===== src/rtl/sysmode_pkg.sv =====
package sysmode_pkg;

   // Control register bit map
   localparam int WAIT_LSB  = 0;
   localparam int STOP_LSB  = 2;
   localparam int SWR_BIT   = 4;
   localparam int DBG_BIT   = 5;
   localparam int PIN_BIT   = 6;
   localparam int LPM_W     = 2;
   localparam int NUM_LPM   = 2;   // index 0 wait, 1 stop

   // Status register bit map
   localparam int CAUSE_LSB = 2;
   localparam int NUM_CAUSE = 4;   // 0 por, 1 ext, 2 wdog, 3 sw
   localparam int CAUSE_POR = 0;
   localparam int CAUSE_EXT = 1;
   localparam int CAUSE_WDG = 2;
   localparam int CAUSE_SWR = 3;

   typedef enum logic [LPM_W-1:0] {
      LPM_ALLOW = 2'b00,
      LPM_BLOCK = 2'b01,
      LPM_LOCK  = 2'b10,
      LPM_LOCK2 = 2'b11
   } lpm_code_e;

   function automatic logic lpm_locked(input logic [LPM_W-1:0] code);
      return code[LPM_W-1];
   endfunction

endpackage


===== src/rtl/sysmode_lpm_field.sv =====
module sysmode_lpm_field
   import sysmode_pkg::*;
(
   input  logic             clk,
   input  logic             clr,
   input  logic             wr_en,
   input  logic [LPM_W-1:0] wr_code,
   input  logic             req,
   output logic [LPM_W-1:0] code_q,
   output logic             grant
);

   always_ff @(posedge clk) begin
      if (clr)
         code_q <= LPM_ALLOW;
      else if (wr_en && !lpm_locked(code_q))
         code_q <= wr_code;
   end

   assign grant = req && (code_q == LPM_ALLOW);

endmodule


===== src/rtl/sysmode_rst_cause.sv =====
module sysmode_rst_cause #(
   parameter int NUM_CAUSE = 4
) (
   input  logic                 clk,
   input  logic                 por,
   input  logic [NUM_CAUSE-1:0] evt,
   input  logic                 clr_en,
   input  logic [NUM_CAUSE-1:0] clr_mask,
   output logic [NUM_CAUSE-1:0] flags_q
);

   if (NUM_CAUSE < 1) begin : g_bad_n
      $error("sysmode_rst_cause: NUM_CAUSE must be at least 1");
   end

   // Cause 0 is the power-on flag; evt[0] is not used.
   logic unused_evt0;
   assign unused_evt0 = evt[0];

   for (genvar i = 0; i < NUM_CAUSE; i++) begin : g_flag
      logic bit_q;
      if (i == 0) begin : g_por
         always_ff @(posedge clk) begin
            if (por)
               bit_q <= 1'b1;
            else if (clr_en && clr_mask[i])
               bit_q <= 1'b0;
         end
      end else begin : g_evt
         always_ff @(posedge clk) begin
            if (por)
               bit_q <= 1'b0;
            else if (evt[i])
               bit_q <= 1'b1;
            else if (clr_en && clr_mask[i])
               bit_q <= 1'b0;
         end
      end
      assign flags_q[i] = bit_q;
   end

endmodule


===== src/rtl/sysmode_boot_sel.sv =====
module sysmode_boot_sel (
   input  logic clk,
   input  logic sample,
   input  logic boot_pin,
   input  logic boot_strap,
   output logic sel_q
);

   always_ff @(posedge clk) begin
      if (sample)
         sel_q <= boot_pin & boot_strap;
   end

endmodule


===== src/rtl/sysmode_ctl.sv =====
module sysmode_ctl
   import sysmode_pkg::*;
#(
   parameter int DATA_W   = 16,
   parameter int ADDR_W   = 4,
   parameter int CTL_ADDR = 0,
   parameter int STS_ADDR = 1
) (
   input  logic              clk,
   input  logic              por,
   input  logic              ext_rst,
   input  logic              wdog_rst,
   input  logic              boot_pin,
   input  logic              boot_strap,
   input  logic              tap_en,
   input  logic              stop_req,
   input  logic              wait_req,
   input  logic [ADDR_W-1:0] bus_addr,
   input  logic              bus_we,
   input  logic [DATA_W-1:0] bus_wdata,
   output logic [DATA_W-1:0] bus_rdata,
   output logic              stop_grant,
   output logic              wait_grant,
   output logic              sw_rst_pulse,
   output logic              dbg_clk_en,
   output logic              hi_addr_sel
);

   localparam logic [ADDR_W-1:0] CTL_A = ADDR_W'(CTL_ADDR);
   localparam logic [ADDR_W-1:0] STS_A = ADDR_W'(STS_ADDR);
   localparam int MODE_W = NUM_LPM * LPM_W;

   // Elaboration-time parameter checks
   if (DATA_W <= PIN_BIT) begin : g_bad_width
      $error("sysmode_ctl: DATA_W must exceed the highest control bit");
   end
   if (CAUSE_LSB + NUM_CAUSE > DATA_W) begin : g_bad_cause
      $error("sysmode_ctl: status flags do not fit in DATA_W");
   end
   if (CTL_ADDR == STS_ADDR) begin : g_bad_addr
      $error("sysmode_ctl: register addresses must differ");
   end
   if (CTL_ADDR >= (1 << ADDR_W) || STS_ADDR >= (1 << ADDR_W)) begin : g_bad_range
      $error("sysmode_ctl: register address out of range");
   end

   // Bus decode
   logic sel_ctl, sel_sts, ctl_wr, sts_wr, swr_evt, dev_rst, any_rst;
   assign sel_ctl = (bus_addr == CTL_A);
   assign sel_sts = (bus_addr == STS_A);
   assign ctl_wr  = bus_we && sel_ctl;
   assign sts_wr  = bus_we && sel_sts;
   assign swr_evt = ctl_wr && bus_wdata[SWR_BIT];
   assign dev_rst = ext_rst || wdog_rst || swr_evt;
   assign any_rst = por || dev_rst;

   // Low-power mode fields
   logic [NUM_LPM-1:0] lpm_req, lpm_gnt;
   logic [MODE_W-1:0]  mode_q;
   assign lpm_req = {stop_req, wait_req};

   for (genvar g = 0; g < NUM_LPM; g++) begin : g_lpm
      localparam int LSB = WAIT_LSB + LPM_W * g;
      sysmode_lpm_field i_fld (
         .clk     (clk),
         .clr     (any_rst),
         .wr_en   (ctl_wr),
         .wr_code (bus_wdata[LSB +: LPM_W]),
         .req     (lpm_req[g]),
         .code_q  (mode_q[LSB +: LPM_W]),
         .grant   (lpm_gnt[g])
      );
   end

   assign {stop_grant, wait_grant} = lpm_gnt;

   // Debug clock force bit
   logic dbg_q;
   always_ff @(posedge clk) begin
      if (any_rst)
         dbg_q <= 1'b0;
      else if (ctl_wr)
         dbg_q <= bus_wdata[DBG_BIT];
   end
   assign dbg_clk_en = dbg_q || tap_en;

   // Software reset pulse
   logic swr_q;
   always_ff @(posedge clk) begin
      if (por)
         swr_q <= 1'b0;
      else
         swr_q <= swr_evt;
   end
   assign sw_rst_pulse = swr_q;

   // Reset cause flags
   logic [NUM_CAUSE-1:0] cause_evt, flags_q;
   always_comb begin
      cause_evt            = '0;
      cause_evt[CAUSE_EXT] = ext_rst;
      cause_evt[CAUSE_WDG] = wdog_rst;
      cause_evt[CAUSE_SWR] = swr_evt;
   end

   sysmode_rst_cause #(.NUM_CAUSE(NUM_CAUSE)) i_cause (
      .clk      (clk),
      .por      (por),
      .evt      (cause_evt),
      .clr_en   (sts_wr),
      .clr_mask (bus_wdata[CAUSE_LSB +: NUM_CAUSE]),
      .flags_q  (flags_q)
   );

   // Boot address select
   sysmode_boot_sel i_boot (
      .clk        (clk),
      .sample     (any_rst),
      .boot_pin   (boot_pin),
      .boot_strap (boot_strap),
      .sel_q      (hi_addr_sel)
   );

   // Read mux
   always_comb begin
      bus_rdata = '0;
      if (sel_ctl) begin
         bus_rdata[MODE_W-1:0] = mode_q;
         bus_rdata[DBG_BIT]    = dbg_q;
         bus_rdata[PIN_BIT]    = boot_pin;
      end else if (sel_sts) begin
         bus_rdata[CAUSE_LSB +: NUM_CAUSE] = flags_q;
      end
   end

   logic unused_wdata;
   assign unused_wdata = ^bus_wdata[DATA_W-1:PIN_BIT];

endmodule


===== config.mk =====
export PLATFORM = sky130hd
export DESIGN_NAME = sysmode_ctl
export DESIGN_NICKNAME = d
export VERILOG_FILES = /design/src/rtl/sysmode_pkg.sv /design/src/rtl/sysmode_lpm_field.sv /design/src/rtl/sysmode_rst_cause.sv /design/src/rtl/sysmode_boot_sel.sv /design/src/rtl/sysmode_ctl.sv
export SDC_FILE = /design/constraint.sdc
export NUM_CORES = 1
export LEC_CHECK = 0
export BUFFER_PORTS_ARGS = -buffer_cell sky130_fd_sc_hd__buf_2
export CAP_MARGIN = 40
export CORE_MARGIN = 10
export CORE_UTILIZATION = 39
export DETAILED_ROUTE_END_ITERATION = 16
export PLACE_DENSITY = 0.79
export SYNTH_ARGS = -nofsm -noshare
export SYNTH_HDL_FRONTEND = slang
export SYNTH_SLANG_ARGS = --single-unit

===== constraint.sdc =====
create_clock -name clk -period 1.5 [get_ports clk]
set_input_delay 0.225 -clock clk [delete_from_list [all_inputs] [get_ports clk]]
set_output_delay 0.225 -clock clk [all_outputs]
set_load 0.01 [all_outputs]

# Word-level counts from Yosys, hierarchy flattened
# Index checks and enable logic that the tools add are counted.
# Widths: inputs -> output; s select.
dict set report classes {
  bitwise 1
  eq_ne 1
  mux 12
  reduce_logical 23
}
# op count
set ops {}
lappend ops {{$logic_and 1x1->1} 11}
lappend ops {{$mux 1} 9}
lappend ops {{$reduce_bool 2->1} 3}
lappend ops {{$eq 4x1->1 const B} 1}
lappend ops {{$logic_not 2->1} 2}
lappend ops {{$logic_not 4->1} 1}
lappend ops {{$logic_or 1x1->1} 4}
lappend ops {{$mux 2} 2}
lappend ops {{$mux 4} 1}
lappend ops {{$logic_not 1->1} 2}
lappend ops {{$and 1x1->1} 1}
dict set report totals {
  input_bits 30
  register_bits 11
}

# Depth between registers and ports, before layout
dict set report depth {
  depth_word 5
  mapped_depth 4
  ltp_nobuf 3
}

# By module
# Synthesis repeated with hierarchy kept, for this count alone.
dict set report hier_totals {
  hier_cells 77
  hier_area_um2 700.7
}
# module area_per_inst_um2 n_inst cells_per_inst
set by_module_without_submodules {}
lappend by_module_without_submodules {sysmode_ctl 314.1 1 38}
lappend by_module_without_submodules {sysmode_lpm_field 90.1 2 9}
lappend by_module_without_submodules {sysmode_rst_cause 170.2 1 19}
lappend by_module_without_submodules {sysmode_boot_sel 36.3 1 2}

# Least setup slack after synthesis
# Ideal clock, no wire load.
dict set report synth_timing {
  kind {input to register}
  from {input port bus_addr[0]}
  to {register i_boot.sel_q, enable pin}
  slack_ps 236
  cell_stages 3
  arrival_time_ps 969
  n_path_buf 1
  required_ps 1205
  setup_time_ps 295
  cell_sequence {buf_6 > nor4_4 > a31o_2}
}
dict set report synth_between {
  elab_chain_cells 5
}
# element line
set synth_rtl {}
lappend synth_rtl {{from (decl)} sysmode_ctl.sv:18} ;# input logic [ADDR_W-1:0] bus_addr,
lappend synth_rtl {{$logic_not 4->1} sysmode_ctl.sv:49} ;# assign sel_ctl = (bus_addr == CTL_A);
lappend synth_rtl {{$logic_and 1x1->1} sysmode_ctl.sv:51} ;# assign ctl_wr = bus_we && sel_ctl;
lappend synth_rtl {{$logic_and 1x1->1} sysmode_ctl.sv:53} ;# assign swr_evt = ctl_wr && bus_wdata[SWR_BIT];
lappend synth_rtl {{$logic_or 1x1->1} sysmode_ctl.sv:54} ;# assign dev_rst = ext_rst || wdog_rst || swr_evt;
lappend synth_rtl {{$logic_or 1x1->1} sysmode_ctl.sv:55} ;# assign any_rst = por || dev_rst;
lappend synth_rtl {{net any_rst} sysmode_ctl.sv:48} ;# logic sel_ctl, sel_sts, ctl_wr, sts_wr, swr_evt, dev_rst, any_rst;
lappend synth_rtl {{to (signal assigned)} sysmode_boot_sel.sv:11} ;# sel_q <= boot_pin & boot_strap;
lappend synth_rtl {{to (decl)} sysmode_boot_sel.sv:6} ;# output logic sel_q
# The timed path passes the listed nets, and every way through them passes these cells.
# A chain may end at the register's enable or synchronous reset.

# Worst setup path in the final report
dict set report layout_timing {
  from {input port bus_addr[1]}
  to {output port bus_rdata[5]}
}
dict set report layout_between {
  elab_chain_cells 3
}
# element line
set layout_rtl {}
lappend layout_rtl {{$eq 4x1->1} sysmode_ctl.sv:50} ;# assign sel_sts = (bus_addr == STS_A);
lappend layout_rtl {{$mux 4} sysmode_ctl.sv:131} ;# end else if (sel_sts) begin
lappend layout_rtl {{$mux 1 *} sysmode_ctl.sv:127} ;# if (sel_ctl) begin
lappend layout_rtl {{to (decl)} sysmode_ctl.sv:21} ;# output logic [DATA_W-1:0] bus_rdata,
# Mark *: on every way between the ends. The rest lies on a longest branch, timed or not.

==> reports/summary.txt <==
Status = completed
Top Ports = 51
EDFF count, synth = 1
Nets = 143
Die area = 3816 um2
Skew final = 0.002771 ns
Initial antenna violation count = 0
Pwr Density = 733.7 nW/um2
Fillers = 162
Die W = 61.78 um
YS warnings = 0
VDD IR max = 0.3656 mV
CTS buffer count = 3
TritonRoute pass-1 iters = 4
Starting DRT DRC Count = 23
Via density = 5.093
Most frequent cells in the layout = 31 x buf_2, 10 x dfxtp_1, 9 x conb_1, 8 x nor2_1, 6 x nand3_1
Vias = 657
CP Launch Type = input port
Commonest non-fill, non-tap cell in the layout = buf_2
Post-CTS sizing = 0
Dominant synthesized flop cell = dfxtp_1
DP HPWL = 1550 um
Highest clock rate = 710.7 MHz
Required time worst endpoint = 1.27 ns
Clock latency on the worst-skew pair = 0.27 ns
GRT Total Usage = 9.714%
CTS tree = done
FP Rows = 15
Synth cell types = 30
Total chip power = 616.0 uW
Pleak = 0.0004020 uW
Sequential element share of the synthesized area = 33.82%
Final std cells w/o fill = 129
Max Cap Viol = 0
First-pass GRT wire length = 2766 um
Post-Place Cells = 125
Largest net degree at the start of global routing = 11
Final setup vio count = 0
Min-Delay Path Class = input port to flip-flop
Mapped Cells = 79
Clock transition at path regs = 0.07 ns
Post-CTS Setup Bufs = 0
Critical Path End Type = output port
Htree depth = 1
Synth Register Bits = 11
N_diodes = 0
GP Congestion = 0.7548
Root Driver = clkbuf_4
Area Growth Syn to Fin = 23.35%
IO Port Bufs = 31
Period utilisation layout = 93.81%
Core area = 1689 um2
Area leader, netlist = dfxtp_1
Layout cells sized above 1 = 40.18%
Fin crit period = 1.407 ns
Mapped Area = 680.7 um2
Final setup TNS = 0 ns
Vias in the first global route = 627
FFs w/ async S/R, synth = 0%
Die Ht = 61.78 um
Highest net fanout along the worst path = 10
Top-area cell type share of the netlist area = 29.41%
Hold Worst Slack = 0.2075 ns
Syn_area_per_cell = 8.616 um2
Post-CTS Hold Fix Bufs = 0
DRC = 0
Synth area leaders = dfxtp_1 29%, buf_4 9.9%, mux2i_1 5.9%
DR WL/cell = 14.56 um
Pins Over Slew Limit = 0
CTS Sinks = 11
ANT nets after route = 0
Setup CP Type = input port to output port
Routed WL = 1878 um
CTS Buffer Depth = 2
Final Hold Viols = 0
RSZ-0062 raised after global routing = no
Total gr overflow = 0
Crit path DAT = 1.18 ns
Initial Util = 40.30%
-- synthesized netlist by cell type, types with 2 or more instances --
| cell type | number |
|---|---|
| nor2_1 | 8 |
| buf_4 | 9 |
| nor2b_1 | 3 |
| dfxtp_1 | 10 |
| or3_1 | 2 |
| a21oi_1 | 2 |
| nor3b_1 | 2 |
| nand3_1 | 6 |
| a31oi_1 | 2 |
| o21ai_0 | 5 |
| inv_1 | 2 |
| nand2b_1 | 3 |
| and2_2 | 3 |
| nand2_1 | 2 |
| buf_2 | 2 |
| mux2i_1 | 4 |
-- power breakdown --
part | switching (uW) | leakage [uW] | internal, uW
Combinational | 62.7 | 0.000295 | 43.6
Clock | 100 | 0.0000150 | 103
Sequential | 2.88 | 0.0000924 | 304
-- layout make-up --
class,count,area [um2],area share (%)
Inverter,2,7.507,0.8942
Tap cell,17,21.27,2.534
Multi-Input combinational cell,62,384.1,45.75
Timing Repair Buffer,33,170.2,20.27
Clock buffer,4,26.28,3.130
Sequential cell,11,230.2,27.42
-- logic make-up (layout without fill, tap and decap cells) --
kind of cell | after synthesis | in the layout | synth area share, %
other | 1 | 9 | 0.5509
and+or+nand+nor | 35 | 35 | 30.52
AOI/OAI and AO/OA | 14 | 14 | 15.07
DFF | 11 | 11 | 33.82
muxes | 4 | 4 | 5.883
buffers and inverters | 14 | 39 | 14.15
-- per-stage QoR --
step / instance area, um2 / worst slack, ns / utilization [%]
after global routing: 839.6 / 0.02488 / 49.70
after global placement: 813.3 / 0.04768 / 48.15
after floorplan: 710.7 / 0.2361 / -
final: 839.6 / 0.09292 / 49.70
after detailed placement: 813.3 / -0.002581 / 48.15
after CTS: 839.6 / 0.07118 / 49.70
-- registers in the layout (all words and copies together), names as in the netlist --
register / count
i_cause.g_flag.bit_q: 4
dbg_q: 1
i_boot.sel_q: 1
sw_rst_pulse: 1
g_lpm.i_fld.code_q: 4
-- path summary, 6_finish.rpt --
check                                          end  cells after the start                                   from  slack (ns)
max                                   bus_rdata[5]                      4                            bus_addr[1]        0.09
min           i_cause.g_flag[1].bit_q$_SDFFE_PP0P_                      3                                ext_rst        0.21
max reg2reg  g_lpm[1].i_fld.code_q[0]$_SDFFE_PP0P_                      3  g_lpm[1].i_fld.code_q[1]$_SDFFE_PP0P_        0.49
min reg2reg   i_cause.g_flag[0].bit_q$_SDFFE_PP1P_                      2   i_cause.g_flag[0].bit_q$_SDFFE_PP1P_        0.48
-- critical path, cell delays in order --
cell and delay (ns):
buf_2 0.12, or3_1 0.54, nor2_1 0.15, buf_2 0.14
-- per-layer routing --
metal	GRT usage [%]	routed length (um)	vias to the layer above
met2	17.28	935	29
met3	3.659	179	5
met5	0	0	-
met4	5.732	48	0
li1	-	-	324
met1	9.346	713	299
Note: power is estimated with default switching activity, not from simulation.
